==> config.mk <==
export PLATFORM = sky130hd
export DESIGN_NAME = maxlog_llr_unit
export DESIGN_NICKNAME = d
export VERILOG_FILES = /design/src/rtl/maxlog_llr_unit.sv
export SDC_FILE = /design/constraint.sdc
export NUM_CORES = 2
export LEC_CHECK = 0
export ABC_AREA = 1
export BUFFER_PORTS_ARGS = -buffer_cell sky130_fd_sc_hd__buf_4
export CAP_MARGIN = 25
export CORE_AREA = 2 2 331 333
export DETAILED_ROUTE_END_ITERATION = 6
export DIE_AREA = 0 0 333 335
export PLACE_DENSITY = 0.61
export SYNTH_ARGS = -nofsm -noshare
export SYNTH_HDL_FRONTEND = slang
export SYNTH_SLANG_ARGS = --single-unit
export TNS_END_PERCENT = 1
==> constraint.sdc <==
create_clock -name clk -period 2.7 [get_ports clk]
set_input_delay 0.54 -clock clk [delete_from_list [all_inputs] [get_ports clk]]
set_output_delay 0.54 -clock clk [all_outputs]
set_load 0.1 [all_outputs]
==> src/rtl/maxlog_llr_unit.sv <==
module maxlog_llr_unit #(
  parameter int SM_W  = 11,
  parameter int BM_W  = 9,
  parameter int IN_W  = 8,
  parameter int EXT_W = 6,
  parameter int WIN   = 20
) (
  input  logic                 clk,
  input  logic                 rst_n,
  input  logic                 in_valid,
  input  logic                 win_end,
  input  logic [8*SM_W-1:0]    alpha_in,
  input  logic [8*SM_W-1:0]    beta_in,
  input  logic [4*BM_W-1:0]    gamma_in,
  input  logic [IN_W-1:0]      sys_in,
  input  logic [IN_W-1:0]      apr_in,
  output logic                 out_valid,
  output logic [SM_W-1:0]      out_llr,
  output logic [EXT_W-1:0]     out_ext
);
  localparam int NS = 8;
  localparam int NB = 2 * NS;
  localparam int XW = SM_W + 2;
  localparam int DW = SM_W + EXT_W;
  localparam int PW = (WIN > 1) ? $clog2(WIN) : 1;
  localparam int IW = $clog2(2 * WIN);

  function automatic logic [2:0] br_next(input logic [2:0] s, input logic u);
    logic fb;
    fb = u ^ s[1] ^ s[0];
    return {fb, s[2], s[1]};
  endfunction

  function automatic logic [1:0] br_cls(input logic [2:0] s, input logic u);
    logic fb;
    fb = u ^ s[1] ^ s[0];
    return {u, fb ^ s[2] ^ s[0]};
  endfunction

  function automatic logic [SM_W-1:0] wmax(input logic [SM_W-1:0] a, input logic [SM_W-1:0] b);
    logic [SM_W-1:0] d;
    d = a - b;
    return d[SM_W-1] ? b : a;
  endfunction

  logic [SM_W-1:0] am [NS];
  logic [SM_W-1:0] bm [NS];
  logic [SM_W-1:0] gx [4];
  logic [SM_W-1:0] cand [NB];
  logic [SM_W-1:0] max1, max0, llr;

  for (genvar k = 0; k < NS; k++) begin : g_unpack
    assign am[k] = alpha_in[k*SM_W +: SM_W];
    assign bm[k] = beta_in[k*SM_W +: SM_W];
  end
  for (genvar k = 0; k < 4; k++) begin : g_gamma
    assign gx[k] = SM_W'($signed(gamma_in[k*BM_W +: BM_W]));
  end

  always_comb begin
    for (int s = 0; s < NS; s++) begin
      for (int u = 0; u < 2; u++) begin
        cand[2*s+u] = am[s] + gx[br_cls(3'(s), 1'(u))] + bm[br_next(3'(s), 1'(u))];
      end
    end
    max1 = cand[1];
    max0 = cand[0];
    for (int s = 1; s < NS; s++) begin
      max1 = wmax(max1, cand[2*s+1]);
      max0 = wmax(max0, cand[2*s]);
    end
  end

  assign llr = max1 - max0;

  logic signed [XW-1:0] ext_full;
  logic [XW-EXT_W:0]    ext_hi;
  logic                 ext_ovf;
  logic [EXT_W-1:0]     ext_sat;

  assign ext_full = XW'($signed(llr)) - XW'($signed(sys_in)) - XW'($signed(apr_in));
  assign ext_hi   = ext_full[XW-1:EXT_W-1];
  assign ext_ovf  = (|ext_hi) && !(&ext_hi);
  assign ext_sat  = !ext_ovf ? ext_full[EXT_W-1:0]
                  : (ext_full[XW-1] ? {1'b1, {(EXT_W-1){1'b0}}} : {1'b0, {(EXT_W-1){1'b1}}});

  logic [DW-1:0] mem [2*WIN];
  logic          fill_bank, drain_active;
  logic [PW-1:0] wr_ptr, rd_ptr;
  logic [IW-1:0] wa, ra;
  logic [DW-1:0] out_data;

  assign wa = fill_bank ? IW'(WIN) + IW'(wr_ptr) : IW'(wr_ptr);
  assign ra = fill_bank ? IW'(rd_ptr) : IW'(WIN) + IW'(rd_ptr);

  always_ff @(posedge clk) begin
    if (in_valid) mem[wa] <= {llr, ext_sat};
  end

  always_ff @(posedge clk or negedge rst_n) begin
    if (!rst_n) begin
      fill_bank    <= 1'b0;
      drain_active <= 1'b0;
      wr_ptr       <= '0;
      rd_ptr       <= '0;
      out_valid    <= 1'b0;
      out_data     <= '0;
    end else begin
      out_valid <= drain_active;
      if (drain_active) begin
        out_data <= mem[ra];
        if (rd_ptr == '0) drain_active <= 1'b0;
        else              rd_ptr <= rd_ptr - 1'b1;
      end
      if (in_valid) begin
        if (win_end) begin
          fill_bank    <= ~fill_bank;
          wr_ptr       <= '0;
          rd_ptr       <= wr_ptr;
          drain_active <= 1'b1;
        end else begin
          wr_ptr <= wr_ptr + 1'b1;
        end
      end
    end
  end

  assign out_llr = out_data[DW-1:EXT_W];
  assign out_ext = out_data[EXT_W-1:0];

  for (genvar k = 0; k < NS; k++) begin : g_chk_max
    logic [SM_W-1:0] d1, d0;
    assign d1 = max1 - cand[2*k+1];
    assign d0 = max0 - cand[2*k];
    p_max1_r3: assert property (@(posedge clk) disable iff (!rst_n) in_valid |-> !d1[SM_W-1]);
    p_max0_r4: assert property (@(posedge clk) disable iff (!rst_n) in_valid |-> !d0[SM_W-1]);
  end

  p_drain_start_r7: assert property (@(posedge clk) disable iff (!rst_n)
    (in_valid && win_end) |-> ##2 out_valid);
  p_drain_end_r7: assert property (@(posedge clk) disable iff (!rst_n)
    $fell(drain_active) |-> ($past(rd_ptr) == '0));
  p_no_overrun_r8: assert property (@(posedge clk) disable iff (!rst_n)
    (in_valid && win_end && drain_active) |-> (rd_ptr == '0));
  p_idle_r9: assert property (@(posedge clk) disable iff (!rst_n)
    !in_valid |=> ($stable(wr_ptr) && $stable(fill_bank)));
  p_win_len_r10: assert property (@(posedge clk) disable iff (!rst_n)
    (in_valid && !win_end) |-> (wr_ptr < PW'(WIN-1)));
endmodule

# Yosys cells after proc, flatten, opt, wreduce, memory -nomap -nowiden
# Memory sizes are Yosys's and may differ from the RTL's. A register that Yosys moved wholly into a read port is not among the register bits.
# Index checks and enable logic that the tools add are counted.
[op_classes]
addsub = 53
bitwise = 1
reduce_logical = 7
mux = 29
[op_table]
columns = ["operator", "count"]
rows = [
  ["11-bit adder", 32],
  ["11-bit subtractor", 15],
  ["11-bit 2-to-1 mux", 14],
  ["5-bit 2-to-1 mux", 5],
  ["6-bit 2-to-1 mux", 4],
  ["12-bit by 8-bit subtractor with 13-bit output", 1],
  ["5-bit by 5-bit adder with 6-bit output (first input constant)", 2],
  ["11-bit by 8-bit subtractor with 12-bit output", 1],
  ["8-bit AND reduction", 1],
  ["8-bit OR reduction", 1],
  ["1-bit 2-to-1 mux", 6],
  ["5-bit by 1-bit adder with 5-bit output (second input constant)", 1],
  ["5-bit zero test", 1],
  ["5-bit by 1-bit subtractor with 5-bit output (second input constant)", 1],
  ["1-bit zero test", 2],
  ["2-bit AND reduction", 1],
  ["1-bit logical AND", 1],
  ["1-bit NOT", 1],
]
[totals]
ram_bits = 680
elab_cells = 96
reg_bits = 13
output_inout_bits = 18
memories = 1
in_bits = 232
[mem_list]
columns = ["memory", "depth", "width", "read_ports", "rd_ports_with_merged_regs", "wr", "line_no", "source"]
rows = [
  ["mem", 40, 17, 1, 1, 1, "87", "logic [DW-1:0] mem [2*WIN];"],
]

# Logic depth before layout (Yosys ltp)
[depth]
word_depth = 23
depth_mapped = 118
depth_no_buf = 112

# Least setup slack after synthesis
# Ideal clock, no wire load.
[synth_path]
path_type = "input-to-reg"
start = "in alpha_in[1]"
end = "mem mem[0][2] (netlist bit), data pin"
arrival_time_ps = 20973
stages = 106
required_time_ps = 2170
slack_ps = -18804
path_buffers = 7
cell_sequence = "fa_1 ha_1 inv_1 fa_1 nand3b_1 nand2_1 xor2_1 ha_1 nand2_1 inv_1 a21oi_1 nand2_1 nand2_1 nand2_1 nand2_1 nand2_1 a21oi_1 nand2_1 (+70 left out) nand3_1 and2_1 inv_1 a21oi_1 o21ai_0 a21oi_1 o21bai_1 a21o_1 a21oi_1 inv_1 a21oi_1 o21bai_1 xor2_1 nand4_1 or4_1 nand2_1 inv_1 o31ai_1"
[synth_via]
elab_chain_len = 23
word_cells_on_any_way = 41
classes_between = "add/sub: 21; mux: 16; reduce/logical: 4"
[synth_lines]
columns = ["element", "line_no", "source"]
rows = [
  ["start, declared", "12", "input logic [8*SM_W-1:0] alpha_in,"],
  ["11-bit adder (2 in series)", "63", "cand[2*s+u] = am[s] + gx[br_cls(3'(s), 1'(u))] + bm[br_next(3'(s), 1'(u))];"],
  ["11-bit subtractor", "42", "d = a - b;"],
  ["11-bit 2-to-1 mux", "43", "return d[SM_W-1] ? b : a;"],
  ["11-bit subtractor", "42", ""],
  ["11-bit 2-to-1 mux", "43", ""],
  ["11-bit subtractor", "42", ""],
  ["11-bit 2-to-1 mux", "43", ""],
  ["11-bit subtractor", "42", ""],
  ["(+8 left out)", "--", ""],
  ["named net llr[2]", "50", "logic [SM_W-1:0] max1, max0, llr;"],
  ["11-bit by 8-bit subtractor with 12-bit output (*)", "81", "assign ext_full = XW'($signed(llr)) - XW'($signed(sys_in)) - XW'($signed(apr_in));"],
  ["12-bit by 8-bit subtractor with 13-bit output (*)", "81", ""],
  ["8-bit AND reduction", "83", "assign ext_ovf = (|ext_hi) && !(&ext_hi);"],
  ["1-bit zero test", "83", ""],
  ["1-bit logical AND", "83", ""],
  ["6-bit 2-to-1 mux (*)", "84", "assign ext_sat = !ext_ovf ? ext_full[EXT_W-1:0]"],
  ["named net ext_sat[2]", "79", "logic [EXT_W-1:0] ext_sat;"],
  ["end, declared", "87", ""],
]
# The timed path passes the listed nets; every way through them passes the cells marked *.

# Worst setup path in the final report
[layout_path]
start = "in alpha_in[1]"
end = "mem mem[38][2] (netlist bit), data pin"
# The elaborated chain is that of the path after synthesis.

==> impl_metrics.tcl <==
set metrics [dict create \
    drt-total-wl_um 144000 \
    drive_above_1_share 0.351 \
    portBuffers 249 \
    final.setup.worst_slack_ps -14110 \
    ys_seq_area_frac 0.493 \
    rsz0062_at_grt "yes" \
    grt_first_pass_wirelength_um 215000 \
    tightestPinTransition_ps 711 \
    synth-simple-area-share 0.118 \
    drv_slew 0 \
    slew-limit-headroom 0.526 \
    seq_area_um2 21200 \
    die_h_um 335 \
    hold_violations 0 \
    placed_cell_area_um2 54100 \
    r2r_start "fill_bank" \
    first_global_vias 36400 \
    synth_top_family_by_area "adder cells" \
    cp_max_fo 10 \
    firstDrtPassIters 5 \
    crit_path_start_kind "input port" \
    final_net_count 6043 \
    multiInputGateArea_um2 22600 \
    gp_congestion 0.931 \
    syn_area_um2 43000 \
    synthTopCellsByCount "edfxtp_1, nand2_1, o21ai_0, nor2_1, ha_1" \
    cp-startpoint "alpha_in[1]" \
    min_period_over_period 6.23 \
    max_freq_mhz 59.5 \
    path_clk_slew_ps 60 \
    stdcell_count 6803 \
    ant_nets 0 \
    path_class "in2reg" \
    synthAdderAreaFrac 0.173 \
    vias 36300 \
    violations "setup timing" \
    cap_violations 0 \
    crit_top_cell "buf_4" \
    wire_per_inst_um 21.2 \
    dp_hpwl_um 102000 \
    synth_top_area_cell "edfxtp_1" \
    synth_edf_count 680 \
    cts_root_buf "clkbuf_16" \
    synth_top_area_frac 0.475 \
    cts_tree "yes" \
    synthXorXnorAreaFrac 0.0389 \
    synth_area_per_cell_um2 10.6 \
    synth_fp_nets 4767 \
    synth_warnings 0 \
    post-route-drc-count 0 \
    synthFlopType "edfxtp_1" \
    via_per_inst 5.34 \
    fp.dieW_um 333 \
    grt.total_usage 0.254 \
    hold_path.startpoint "in_valid" \
    fin_util 0.555 \
    synth-compound-area-share 0.139 \
    synthCells 4052 \
    placed_cells 6497 \
    arrival_ps 17290 \
    synth_seq_cells 710 \
    num-fill-cells 9177 \
    antenna_found_initial 4 \
    crit_path_max_incr_delay_ps 530 \
    stdcell_area_um2 60000 \
    finalClockSkew_ps 33.0 \
    critPathSlowestCell "fa_1" \
    wl_met2_um 73000 \
    top_signal_layer_used "met4" \
    drt-initial-drc-count 2847 \
    grt_max_degree 108 \
    cts_buffers 74 \
    endpoint_kind "register" \
    cp_data_required_time_ps 3180 \
    clock-sinks 710 \
    dieArea_um2 112000 \
    synth_area_leaders "edfxtp_1, fa_1, ha_1" \
    rows 121 \
    finalSetupViolations 680 \
    muxShareOfSynthArea 0 \
    synthDistinctLibCells 50 \
    post-synth-top-count-cell "edfxtp_1" \
    clkLatencyLatePin_ps 620 \
    min_path_type "in2reg" \
    wl_met1_um 56600 \
    initial_core_util 0.398 \
    wl_met3_um 7720 \
    htree_levels 3 \
    clock_path_buffers 3 \
    core_um2 108000 \
    fin_crit_ps 16810 \
    io_pins 250 \
    synthArstFlopShare 0.0423 \
    status "complete, but fails checks" \
    grt-ovfl-total 0 \
    area_delta_synth_final_pct 39.5 \
]
worst paths after layout:
| path | endpoint | slack [ps] | cells after the start |
|---|---|---|---|
| worst max-delay path | mem[38][2] | -14110 | 122 |
| worst min-delay path | wr_ptr[1] | 200 | 2 |
| worst max register to register | out_data[5] | 70 | 9 |
| worst min register to register | out_data[16] | 550 | 2 |
| max in group asynchronous | rd_ptr[0] | 1920 | 2 |
| min in group asynchronous | out_data[16] | 410 | 2 |
critical path, delay by kind of cell:
kind                     cells  cell delay [ps]
buffers and inverters       43             5270
XOR/XNOR                     1              230
AO/OA/AOI/OAI               18             2940
AND/OR/NAND/NOR             49             4880
adder cells (fa/ha/maj)     11             3390
layout by cell type (no fill, tap or decap), types with 21 or more instances in the layout:
master,n
nor2_1,447
nand2_4,31
a21oi_1,128
o22ai_1,22
nand3_1,123
xor2_1,95
buf_12,47
nand2_2,73
a31oi_1,60
o211ai_1,23
o221ai_1,149
buf_6,27
o21ai_0,397
clkbuf_16,78
ha_1,248
nor2_2,41
o21ai_1,34
inv_2,22
nand2_1,458
o21ai_2,55
edfxtp_1,680
dfrtp_1,28
a21oi_2,36
inv_1,234
xnor2_1,75
o21bai_1,21
ha_4,38
clkbuf_1,21
buf_4,1269
fa_1,183
nand3_2,21
sequential cells by signal, indices dropped and copies added, names as in the netlist:
signal,cells
fill_bank,1
out_valid,1
rd_ptr,5
drain_active,1
mem,680
wr_ptr,5
out_data,17
metrics by stage:
step / setup TNS [ps] / setup WS (ps) / hold slack [ps]
floorplan: -8674920 / -15170 / 244
global placement: -8937840 / -14920 / 516
detailed placement: -9286060 / -15490 / 520
CTS: -7967270 / -13610 / 179
global route: -8800440 / -14940 / 198
finish: -8259040 / -14110 / 204
what timing repair did:
action / 4_1_cts / 5_1_grt
gates resized for setup: 274 / 232
setup endpoints to repair: 680 / 682
hold endpoints to repair: 30 / 0
pin swaps: 95 / 122
buffers inserted: 118 / 36
gates cloned: 14 / 4
hold buffers: 1 / 0
routing by layer:
layer	GRT usage	vias up
met1	0.309	17800
met2	0.453	1175
li1	-	17100
met4	0.113	0
met3	0.0263	257
met5	0	-
layout make-up:
cell class | instances | share of cell area
diodes | 4 | 0.000167
clock buffers | 99 | 0.0335
clock inverters | 34 | 0.00595
inverters | 264 | 0.0169
multi-input cells | 2924 | 0.377
flip-flops and latches | 710 | 0.353
well taps | 1414 | 0.0295
repair buffers | 1354 | 0.184
kinds of logic (layout without fill, tap and decap cells):
group	Yosys count	after routing
AND/OR/NAND/NOR	1241	1250
AO/OA/AOI/OAI	1000	1000
flip-flops	710	710
adder cells (fa/ha/maj)	483	483
buffers and inverters	427	1751
XOR/XNOR	191	191
other	0	4
Power is left out: the tool's default activity adds up to more than one toggle a clock period on the data nets, which glitch-free logic cannot reach.
